[config.mk]
export PLATFORM = sky130hd
export DESIGN_NAME = can_bit_timing
export DESIGN_NICKNAME = d
export VERILOG_FILES = /design/src/rtl/can_bt_pkg.sv /design/src/rtl/tq_prescaler.sv /design/src/rtl/bit_segmenter.sv /design/src/rtl/sample_voter.sv /design/src/rtl/can_bit_timing.sv
export SDC_FILE = /design/constraint.sdc
export NUM_CORES = 1
export LEC_CHECK = 0
export BUFFER_PORTS_ARGS = -buffer_cell sky130_fd_sc_hd__buf_2
export CAP_MARGIN = 15
export CORE_UTILIZATION = 39
export DETAILED_ROUTE_END_ITERATION = 12
export PLACE_DENSITY = 0.58
export SLEW_MARGIN = 15
export SYNTH_ARGS = -nofsm -noshare
export SYNTH_HDL_FRONTEND = slang
export SYNTH_HIERARCHICAL = 1
export SYNTH_SLANG_ARGS = --single-unit
[constraint.sdc]
create_clock -name clk -period 4.25 [get_ports clk]
set_clock_uncertainty 0.2 [all_clocks]
set_input_delay 0.2125 -clock clk [delete_from_list [all_inputs] [get_ports clk]]
set_output_delay 0.2125 -clock clk [all_outputs]
set_load 0.01 [all_outputs]
[src/rtl/can_bt_pkg.sv]
// Package: shared segment encoding for the CAN bit timing unit.
// Assumes: segments advance in the order SYNC, BS1, BS2.
package can_bt_pkg;
    typedef enum logic [1:0] {
        SEG_SYNC = 2'd0,
        SEG_BS1  = 2'd1,
        SEG_BS2  = 2'd2
    } seg_e;
endpackage

[src/rtl/tq_prescaler.sv]
// Quantum prescaler: divides the module clock into time quanta.
// Assumes: prescale_m1 is static while the bus runs. A restart clears the count.
module tq_prescaler #(
    parameter int PRESC_W = 10
) (
    input  logic               clk,
    input  logic               rst_n,
    input  logic [PRESC_W-1:0] prescale_m1,
    input  logic               restart,
    output logic               tq_tick
);
    logic [PRESC_W-1:0] cnt_q;

    assign tq_tick = (cnt_q >= prescale_m1);

    // Count clocks inside a quantum and wrap at the end of it.
    always_ff @(posedge clk) begin
        if (!rst_n)       cnt_q <= '0;
        else if (restart) cnt_q <= '0;
        else if (tq_tick) cnt_q <= '0;
        else              cnt_q <= cnt_q + 1'b1;
    end

    assert_tick_wrap_R1: assert property (@(posedge clk) disable iff (!rst_n)
        tq_tick |=> (cnt_q == '0));
endmodule

[src/rtl/bit_segmenter.sv]
// Bit segmenter: steps SYNC/BS1/BS2 on quantum ticks, applies hard sync and
// a resync limited by the jump width, and flags the sample and transmit points.
// Assumes: rx_bit is synchronized, 1 = recessive, and the config is static.
module bit_segmenter
    import can_bt_pkg::*;
#(
    parameter int TS1_W = 4,
    parameter int TS2_W = 3,
    parameter int SJW_W = 2
) (
    input  logic             clk,
    input  logic             rst_n,
    input  logic             tq_tick,
    input  logic             rx_bit,
    input  logic [TS1_W-1:0] tseg1_m1,
    input  logic [TS2_W-1:0] tseg2_m1,
    input  logic [SJW_W-1:0] sjw_m1,
    input  logic             idle_sync_en,
    output logic             hard_sync,
    output logic             sample_pt,
    output logic             tx_point
);
    localparam int CW = ((TS1_W > TS2_W) ? TS1_W : TS2_W) + 2;

    seg_e          seg_q;
    logic [CW-1:0] qcnt_q, ext_q, shrink_q;
    logic          rs_done_q, rx_prev_q;

    logic [CW-1:0] sjw_val, len1m1, len2, err1, err2;
    logic [CW-1:0] ext_new, shrink_new, ext_eff, shrink_eff;
    logic          fall, resync_now, bs1_end, bs2_end;

    // Decode the programmed lengths and the phase error of an edge.
    always_comb begin
        sjw_val    = CW'(sjw_m1) + 1'b1;
        len1m1     = CW'(tseg1_m1);
        len2       = CW'(tseg2_m1) + 1'b1;
        err1       = qcnt_q + 1'b1;
        err2       = len2 - qcnt_q;
        ext_new    = (err1 < sjw_val) ? err1 : sjw_val;
        shrink_new = (err2 < sjw_val) ? err2 : sjw_val;
    end

    assign fall       = rx_prev_q & ~rx_bit;
    assign hard_sync  = fall & idle_sync_en;
    assign resync_now = fall & ~idle_sync_en & ~rs_done_q;

    // Apply a correction in the same cycle as the edge so a sample-point edge counts.
    always_comb begin
        ext_eff    = (resync_now && seg_q == SEG_BS1) ? ext_new : ext_q;
        shrink_eff = (resync_now && seg_q == SEG_BS2) ? shrink_new : shrink_q;
        bs1_end    = (seg_q == SEG_BS1) && (qcnt_q >= len1m1 + ext_eff);
        bs2_end    = (seg_q == SEG_BS2) && (qcnt_q + 1'b1 + shrink_eff >= len2);
    end

    assign sample_pt = tq_tick & bs1_end;
    assign tx_point  = tq_tick & bs2_end;

    // Advance the segment state, take sync events and remember corrections.
    always_ff @(posedge clk) begin
        if (!rst_n) begin
            seg_q     <= SEG_SYNC;
            qcnt_q    <= '0;
            ext_q     <= '0;
            shrink_q  <= '0;
            rs_done_q <= 1'b0;
            rx_prev_q <= 1'b1;
        end else begin
            rx_prev_q <= rx_bit;
            if (hard_sync) begin
                seg_q     <= SEG_SYNC;
                qcnt_q    <= '0;
                ext_q     <= '0;
                shrink_q  <= '0;
                rs_done_q <= 1'b0;
            end else begin
                if (resync_now) begin
                    rs_done_q <= 1'b1;
                    if (seg_q == SEG_BS1) ext_q    <= ext_new;
                    if (seg_q == SEG_BS2) shrink_q <= shrink_new;
                end
                if (tq_tick) begin
                    case (seg_q)
                        SEG_SYNC: begin
                            seg_q  <= SEG_BS1;
                            qcnt_q <= '0;
                        end
                        SEG_BS1: begin
                            if (bs1_end) begin
                                seg_q  <= SEG_BS2;
                                qcnt_q <= '0;
                            end else begin
                                qcnt_q <= qcnt_q + 1'b1;
                            end
                        end
                        SEG_BS2: begin
                            if (bs2_end) begin
                                seg_q     <= SEG_SYNC;
                                qcnt_q    <= '0;
                                ext_q     <= '0;
                                shrink_q  <= '0;
                                rs_done_q <= 1'b0;
                            end else begin
                                qcnt_q <= qcnt_q + 1'b1;
                            end
                        end
                        default: begin
                            seg_q  <= SEG_SYNC;
                            qcnt_q <= '0;
                        end
                    endcase
                end
            end
        end
    end

    assert_tx_then_sync_R2: assert property (@(posedge clk) disable iff (!rst_n)
        tx_point |=> (seg_q == SEG_SYNC));
    assert_ext_limit_R5: assert property (@(posedge clk) disable iff (!rst_n)
        ext_q <= sjw_val);
    assert_shrink_limit_R6: assert property (@(posedge clk) disable iff (!rst_n)
        shrink_q <= sjw_val);
endmodule

[src/rtl/sample_voter.sv]
// Sample voter: latches the bus value at the sample point, either as a single
// sample or as the majority of the last three clocks.
// Assumes: the prescaler is at least 3 when triple mode is used.
module sample_voter (
    input  logic clk,
    input  logic rst_n,
    input  logic rx_bit,
    input  logic sample_pt,
    input  logic triple_en,
    output logic sample_bit,
    output logic sample_valid
);
    logic hist1_q, hist2_q, vote;

    assign vote = triple_en ? ((rx_bit & hist1_q) | (rx_bit & hist2_q) | (hist1_q & hist2_q))
                            : rx_bit;

    // Keep a two-clock history of the line and register the voted bit.
    always_ff @(posedge clk) begin
        if (!rst_n) begin
            hist1_q      <= 1'b1;
            hist2_q      <= 1'b1;
            sample_bit   <= 1'b1;
            sample_valid <= 1'b0;
        end else begin
            hist1_q      <= rx_bit;
            hist2_q      <= hist1_q;
            sample_valid <= sample_pt;
            if (sample_pt) sample_bit <= vote;
        end
    end
endmodule

[src/rtl/can_bit_timing.sv]
// CAN bit timing top: connects the prescaler, segmenter and voter.
// Assumes: the timing fields hold count-1 and stay stable during a frame.
module can_bit_timing #(
    parameter int PRESC_W = 10,
    parameter int TS1_W   = 4,
    parameter int TS2_W   = 3,
    parameter int SJW_W   = 2
) (
    input  logic               clk,
    input  logic               rst_n,
    input  logic               rx_bit,
    input  logic [PRESC_W-1:0] prescale_m1,
    input  logic [TS1_W-1:0]   tseg1_m1,
    input  logic [TS2_W-1:0]   tseg2_m1,
    input  logic [SJW_W-1:0]   sjw_m1,
    input  logic               triple_en,
    input  logic               idle_sync_en,
    output logic               sample_bit,
    output logic               sample_valid,
    output logic               tx_point,
    output logic               tq_tick
);
    logic hard_sync, sample_pt;

    tq_prescaler #(.PRESC_W(PRESC_W)) u_presc (
        .clk(clk), .rst_n(rst_n), .prescale_m1(prescale_m1),
        .restart(hard_sync), .tq_tick(tq_tick)
    );

    bit_segmenter #(.TS1_W(TS1_W), .TS2_W(TS2_W), .SJW_W(SJW_W)) u_seg (
        .clk(clk), .rst_n(rst_n), .tq_tick(tq_tick), .rx_bit(rx_bit),
        .tseg1_m1(tseg1_m1), .tseg2_m1(tseg2_m1), .sjw_m1(sjw_m1),
        .idle_sync_en(idle_sync_en), .hard_sync(hard_sync),
        .sample_pt(sample_pt), .tx_point(tx_point)
    );

    sample_voter u_vote (
        .clk(clk), .rst_n(rst_n), .rx_bit(rx_bit), .sample_pt(sample_pt),
        .triple_en(triple_en), .sample_bit(sample_bit), .sample_valid(sample_valid)
    );

    assert_sample_after_tick_R3: assert property (@(posedge clk) disable iff (!rst_n)
        sample_valid |-> $past(tq_tick));
endmodule

After elaboration in Yosys (flattened, before gate mapping):

Index checks and enable logic that the tools add are counted.

* flip-flop bits (word level): 35
* bits of input ports: 24
* logic and storage cells: 74

* $add $sub $neg: 7
* $lt $le $gt $ge: 5
* equal/unequal tests: 4
* mux-type cells: 25
* bitwise logic cells: 15
* reduce and logical (&&, ||, !) cells: 8

Operators by type and width (count)
* $mux 6: 16
* $ge 6x6->1: 2
* $lt 6x6->1: 2
* $pmux 6 s2: 1
* $add 10x1->10 const B: 1
* $ge 10x10->1: 1
* $and 1x1->1: 9
* $add 4x6->6: 1
* $add 6x1->6 const B: 1
* $add 6x6->6: 1
* $pmux 2 s3: 1
* $sub 6x6->6: 1
* $mux 1: 5
* $add 3x1->4 const B: 1
* $logic_and 1x1->1: 4
* $mux 2: 2
* $ne 2x1->1 const B: 2
* $not 1->1: 4
* $add 2x1->3 const B: 1
* $reduce_and 3->1: 1
* $reduce_or 3->1: 1
* $eq 2x1->1 const B: 1
* $eq 2x2->1 const B: 1
* $logic_not 2->1: 1
* 2 further kinds: 3

Longest topological paths before layout:

* word-level depth: 12
* depth in mapped cells: 23
* gate-level depth less buffers: 23

By module:

Netlist, hierarchy kept.

Modules (own cells, without submodules)
* bit_segmenter: times used 1, cells an instance 236, area an instance 2093.3 um^2
* tq_prescaler: times used 1, cells an instance 80, area an instance 696.9 um^2
* sample_voter: times used 1, cells an instance 13, area an instance 138.9 um^2

Worst setup path after synthesis:

Ideal clock, no wire load.

* path type: register -> output
* from: register u_seg.qcnt_q[0]
* to: output tx_point
* data arrival time: 4265 ps
* setup slack: -427 ps
* stages on the path, launching flop included: 19
* cell sequence: dfxtp_1 -> ha_1 -> fa_1 -> inv_1 -> ha_1 -> a21o_1 -> a21o_1 -> a221oi_4 -> mux2i_1 -> nand2_1 -> ha_1 -> fa_1 -> xor2_1 -> ha_1 -> o21ai_0 -> o21bai_1 -> nor2_1 -> a211oi_4 -> buf_6

* longest elaborated chain between the ends: 8
* elaborated cells between the ends (all ways): 9

Ends and longest elaborated chain
* from (decl): line bit_segmenter.sv:26 `logic [CW-1:0] qcnt_q, ext_q, shrink_q;`
* from (signal assigned): line bit_segmenter.sv:93 `qcnt_q <= qcnt_q + 1'b1;`
* from (signal assigned): line bit_segmenter.sv:104 `qcnt_q <= qcnt_q + 1'b1;`
* $sub 6x6->6: line bit_segmenter.sv:39 `err2 = len2 - qcnt_q;`
* $lt 6x6->1: line bit_segmenter.sv:41 `shrink_new = (err2 < sjw_val) ? err2 : sjw_val;`
* $mux 6: line bit_segmenter.sv:41
* $mux 6: line bit_segmenter.sv:51 `shrink_eff = (resync_now && seg_q == SEG_BS2) ? shrink_new : shrink_q;`
* $add 6x6->6 *: line bit_segmenter.sv:53 `bs2_end = (seg_q == SEG_BS2) && (qcnt_q + 1'b1 + shrink_eff >= len2);`
* $ge 6x6->1 *: line bit_segmenter.sv:53
* $logic_and 1x1->1 *: line bit_segmenter.sv:53
* $and 1x1->1 *: line bit_segmenter.sv:57 `assign tx_point = tq_tick & bs2_end;`
* to (decl): line can_bit_timing.sv:20 `output logic tx_point,`

Mark *: on every way between the ends. The rest lies on a longest branch, timed or not.

Worst setup path in the final report:

Ends and elaborated chain as after synthesis.

==> results_dict.tcl <==
set metrics [dict create \
    status "finished, violations left" \
    violations "setup timing" \
    io_buffers 27 \
    yosysWarningCount 6 \
    setup_viol 24 \
    vias 2555 \
    yosys.cell_types.count 55 \
    dieHeight_um 88.7 \
    avgSynthCellArea_um2 8.90 \
    first_pass_iters 4 \
    hold_path_class "in -> reg" \
    cts_tree "built" \
    rsz0062_at_grt "yes" \
    cp.arrival_ns 4.44 \
    grt_overflow 0 \
    grt_pass1_vias 2359 \
    synthTopCellsByArea "dfxtp_1 25%, ha_1 20%, inv_1 5.4%" \
    diodes 0 \
    hold_viol 0 \
    worst_slack_ns -0.602 \
    dp_slack_ns -0.595 \
    drc 0 \
    fin_tns_setup_ns -8.74 \
    rows 31 \
    startpoint_type "flop" \
    syn-num-nets 402 \
    cap_violations 0 \
    maxSlewHeadroom 0.671 \
    finalHoldWorstSlack_ns 0.102 \
    cp-end-kind "output pin" \
    wirelength_mm 6.94 \
    clk_latency_ns 0.29 \
    dp_cells 494 \
    layout_common_cells "50 x buf_4, 37 x inv_1, 34 x ha_1" \
    gp_congestion 0.786 \
    synth-edff-count 0 \
    clock_sinks 36 \
    synth_top_area_share 0.246 \
    final_cell_area_um2 4090 \
    start_util 0.404 \
    wl_per_cell_um 13.4 \
    coreArea_um2 7250 \
    layout_commonest_cell "buf_4" \
    worst_slew_pin_slew_ns 0.489 \
    crit_type "reg -> out" \
    synthCells 329 \
    dpl-instance-area_um2 3520 \
    fin_crit_sh 1.14 \
    hpwl_mm 5.16 \
    critical_path_required_ns 3.84 \
    syn_area_um2 2930 \
    leakage_uw 0.00181 \
    post_drt_via_cell_ratio 4.92 \
    boundaryPins 28 \
    fmax_mhz 206 \
    grt_use_total 0.181 \
    power_density_nw_per_um2 181 \
    async_reset_ff_frac 0 \
    report.final.slew_viol_count 0 \
    synth-seq-cells 36 \
    final.min_clock_period_ns 4.85 \
    fin_cells 519 \
    ys_seq_area_frac 0.246 \
    synthFlopType "dfxtp_1" \
    grt_first_pass_wirelength_mm 11.0 \
    grt_max_degree 15 \
    crit_fanout 3 \
    die_x_um 88.7 \
    synthToLayoutAreaGrowth_pct 39.5 \
    dr.first_iter.drc_count 66 \
    synth_top_cell_by_area "dfxtp_1" \
    drive_above_1_share 0.395 \
    ant_nets 0 \
    peakVddDrop_mv 0.168 \
    cts_buffer_depth 2 \
    grt_antenna_before_repair 0 \
    cts.clk_slew.worst_paths_ns 0.08 \
    final_nets 492 \
    numCtsBuffers 5 \
    htree_levels 2 \
    root_buffer "clkbuf_8" \
    die_area_um2 7860 \
]
-- flip-flops by register name (all words and copies together), names as in the netlist --
| signal | flops |
|---|---|
| u_vote/sample_bit | 1 |
| u_seg/rs_done_q | 1 |
| u_presc/cnt_q | 10 |
| u_seg/shrink_q | 6 |
| u_seg/seg_q | 2 |
| u_vote/hist2_q | 1 |
| u_vote/sample_valid | 1 |
| u_seg/rx_prev_q | 1 |
| u_seg/qcnt_q | 6 |
| u_vote/hist1_q | 1 |
| u_seg/ext_q | 6 |
-- synthesized netlist by cell type, drive strengths merged, types with 2 or more instances --
master,n
a21boi,2
a21oi,15
nand2b,10
inv,42
ha,46
nor2b,4
nor4,2
xnor2,14
a2111oi,3
and2,6
mux2i,5
nand3,9
nand4,5
o21bai,2
o21ai,14
xor2,7
fa,3
buf,3
nor2,12
nand2,27
o311ai,2
dfxtp,36
nor3b,4
a22oi,2
a21o,11
or3,2
a211oi,7
o21a,3
nor3,17
-- worst max-delay path, stage by stage (launching register included) --
cell and delay [ns]:
dfxtp_4 0.36, ha_4 0.16, fa_2 0.52, inv_2 0.05, ha_4 0.20, a21o_1 0.15
a21o_1 0.17, a221oi_4 0.28, mux2i_2 0.31, a21oi_1 0.12, ha_1 0.31, a21o_1 0.17
a21oi_2 0.15, xnor2_1 0.08, ha_1 0.28, o21ai_1 0.06, o21bai_1 0.22, nor2_2 0.09
a211oi_4 0.22, buf_4 0.16, buf_4 0.11
-- path summary, 6_finish.rpt --
path	start	slack [ns]	end	cells past startpoint
max	u_seg/qcnt_q[0]	-0.60	tx_point	20
min	triple_en	0.10	u_vote/sample_bit	3
max reg2reg	u_seg/qcnt_q[0]	-0.50	u_seg/seg_q[1]	22
min reg2reg	u_vote/hist1_q	0.25	u_vote/hist2_q	1
-- final cells by class --
| type | instances | area, µm² |
|---|---|---|
| Multi-Input combinational cell | 247 | 2360 |
| Sequential cell | 36 | 727 |
| Clock inverter | 3 | 18.8 |
| Tap cell | 99 | 124 |
| Inverter | 42 | 158 |
| Clock buffer | 5 | 68.8 |
| Timing Repair Buffer | 87 | 629 |
| Fill cell | 659 | 3170 |
-- report_power, final --
group          switching (µW)  internal [µW]
clock                     131            114
sequential               3.49            341
combinational            75.4           73.9
-- stage by stage --
stage	util	power [µW]
2_1_floorplan	-	426
3_3_place_gp	0.485	469
3_5_place_dp	0.485	472
4_1_cts	0.532	731
5_1_grt	0.563	783
6_report	0.563	739
-- logic make-up (layout without fill, tap and decap cells) --
group | after synthesis | after routing | share of synthesized area
xor gates and xnor gates | 22 | 22 | 0.0709
AOI/OAI and AO/OA | 69 | 69 | 0.175
adders and majority gates | 49 | 49 | 0.217
DFF | 36 | 36 | 0.246
buffers and inverters | 46 | 137 | 0.0658
muxes | 5 | 5 | 0.0171
and+or+nand+nor | 102 | 102 | 0.208
-- timing repair --
action | 4_1_cts | 5_1_grt
resized for setup | 37 | 37
endpoints found under the setup margin | 24 | 24
hold buffers | 3 | 0
hold endpoints to repair | 3 | 0
buffers inserted | 11 | 7
pin swaps | 20 | 38
-- metal layers --
layer  global-route usage  up-vias  wire length (µm)
li1                     -     1330                 -
met1                0.246     1187              3360
met2                0.301       31              3370
met3               0.0299        7               135
met4               0.0396        0                72
met5                    0        -                 0
(Power assumes the default switching activity.)
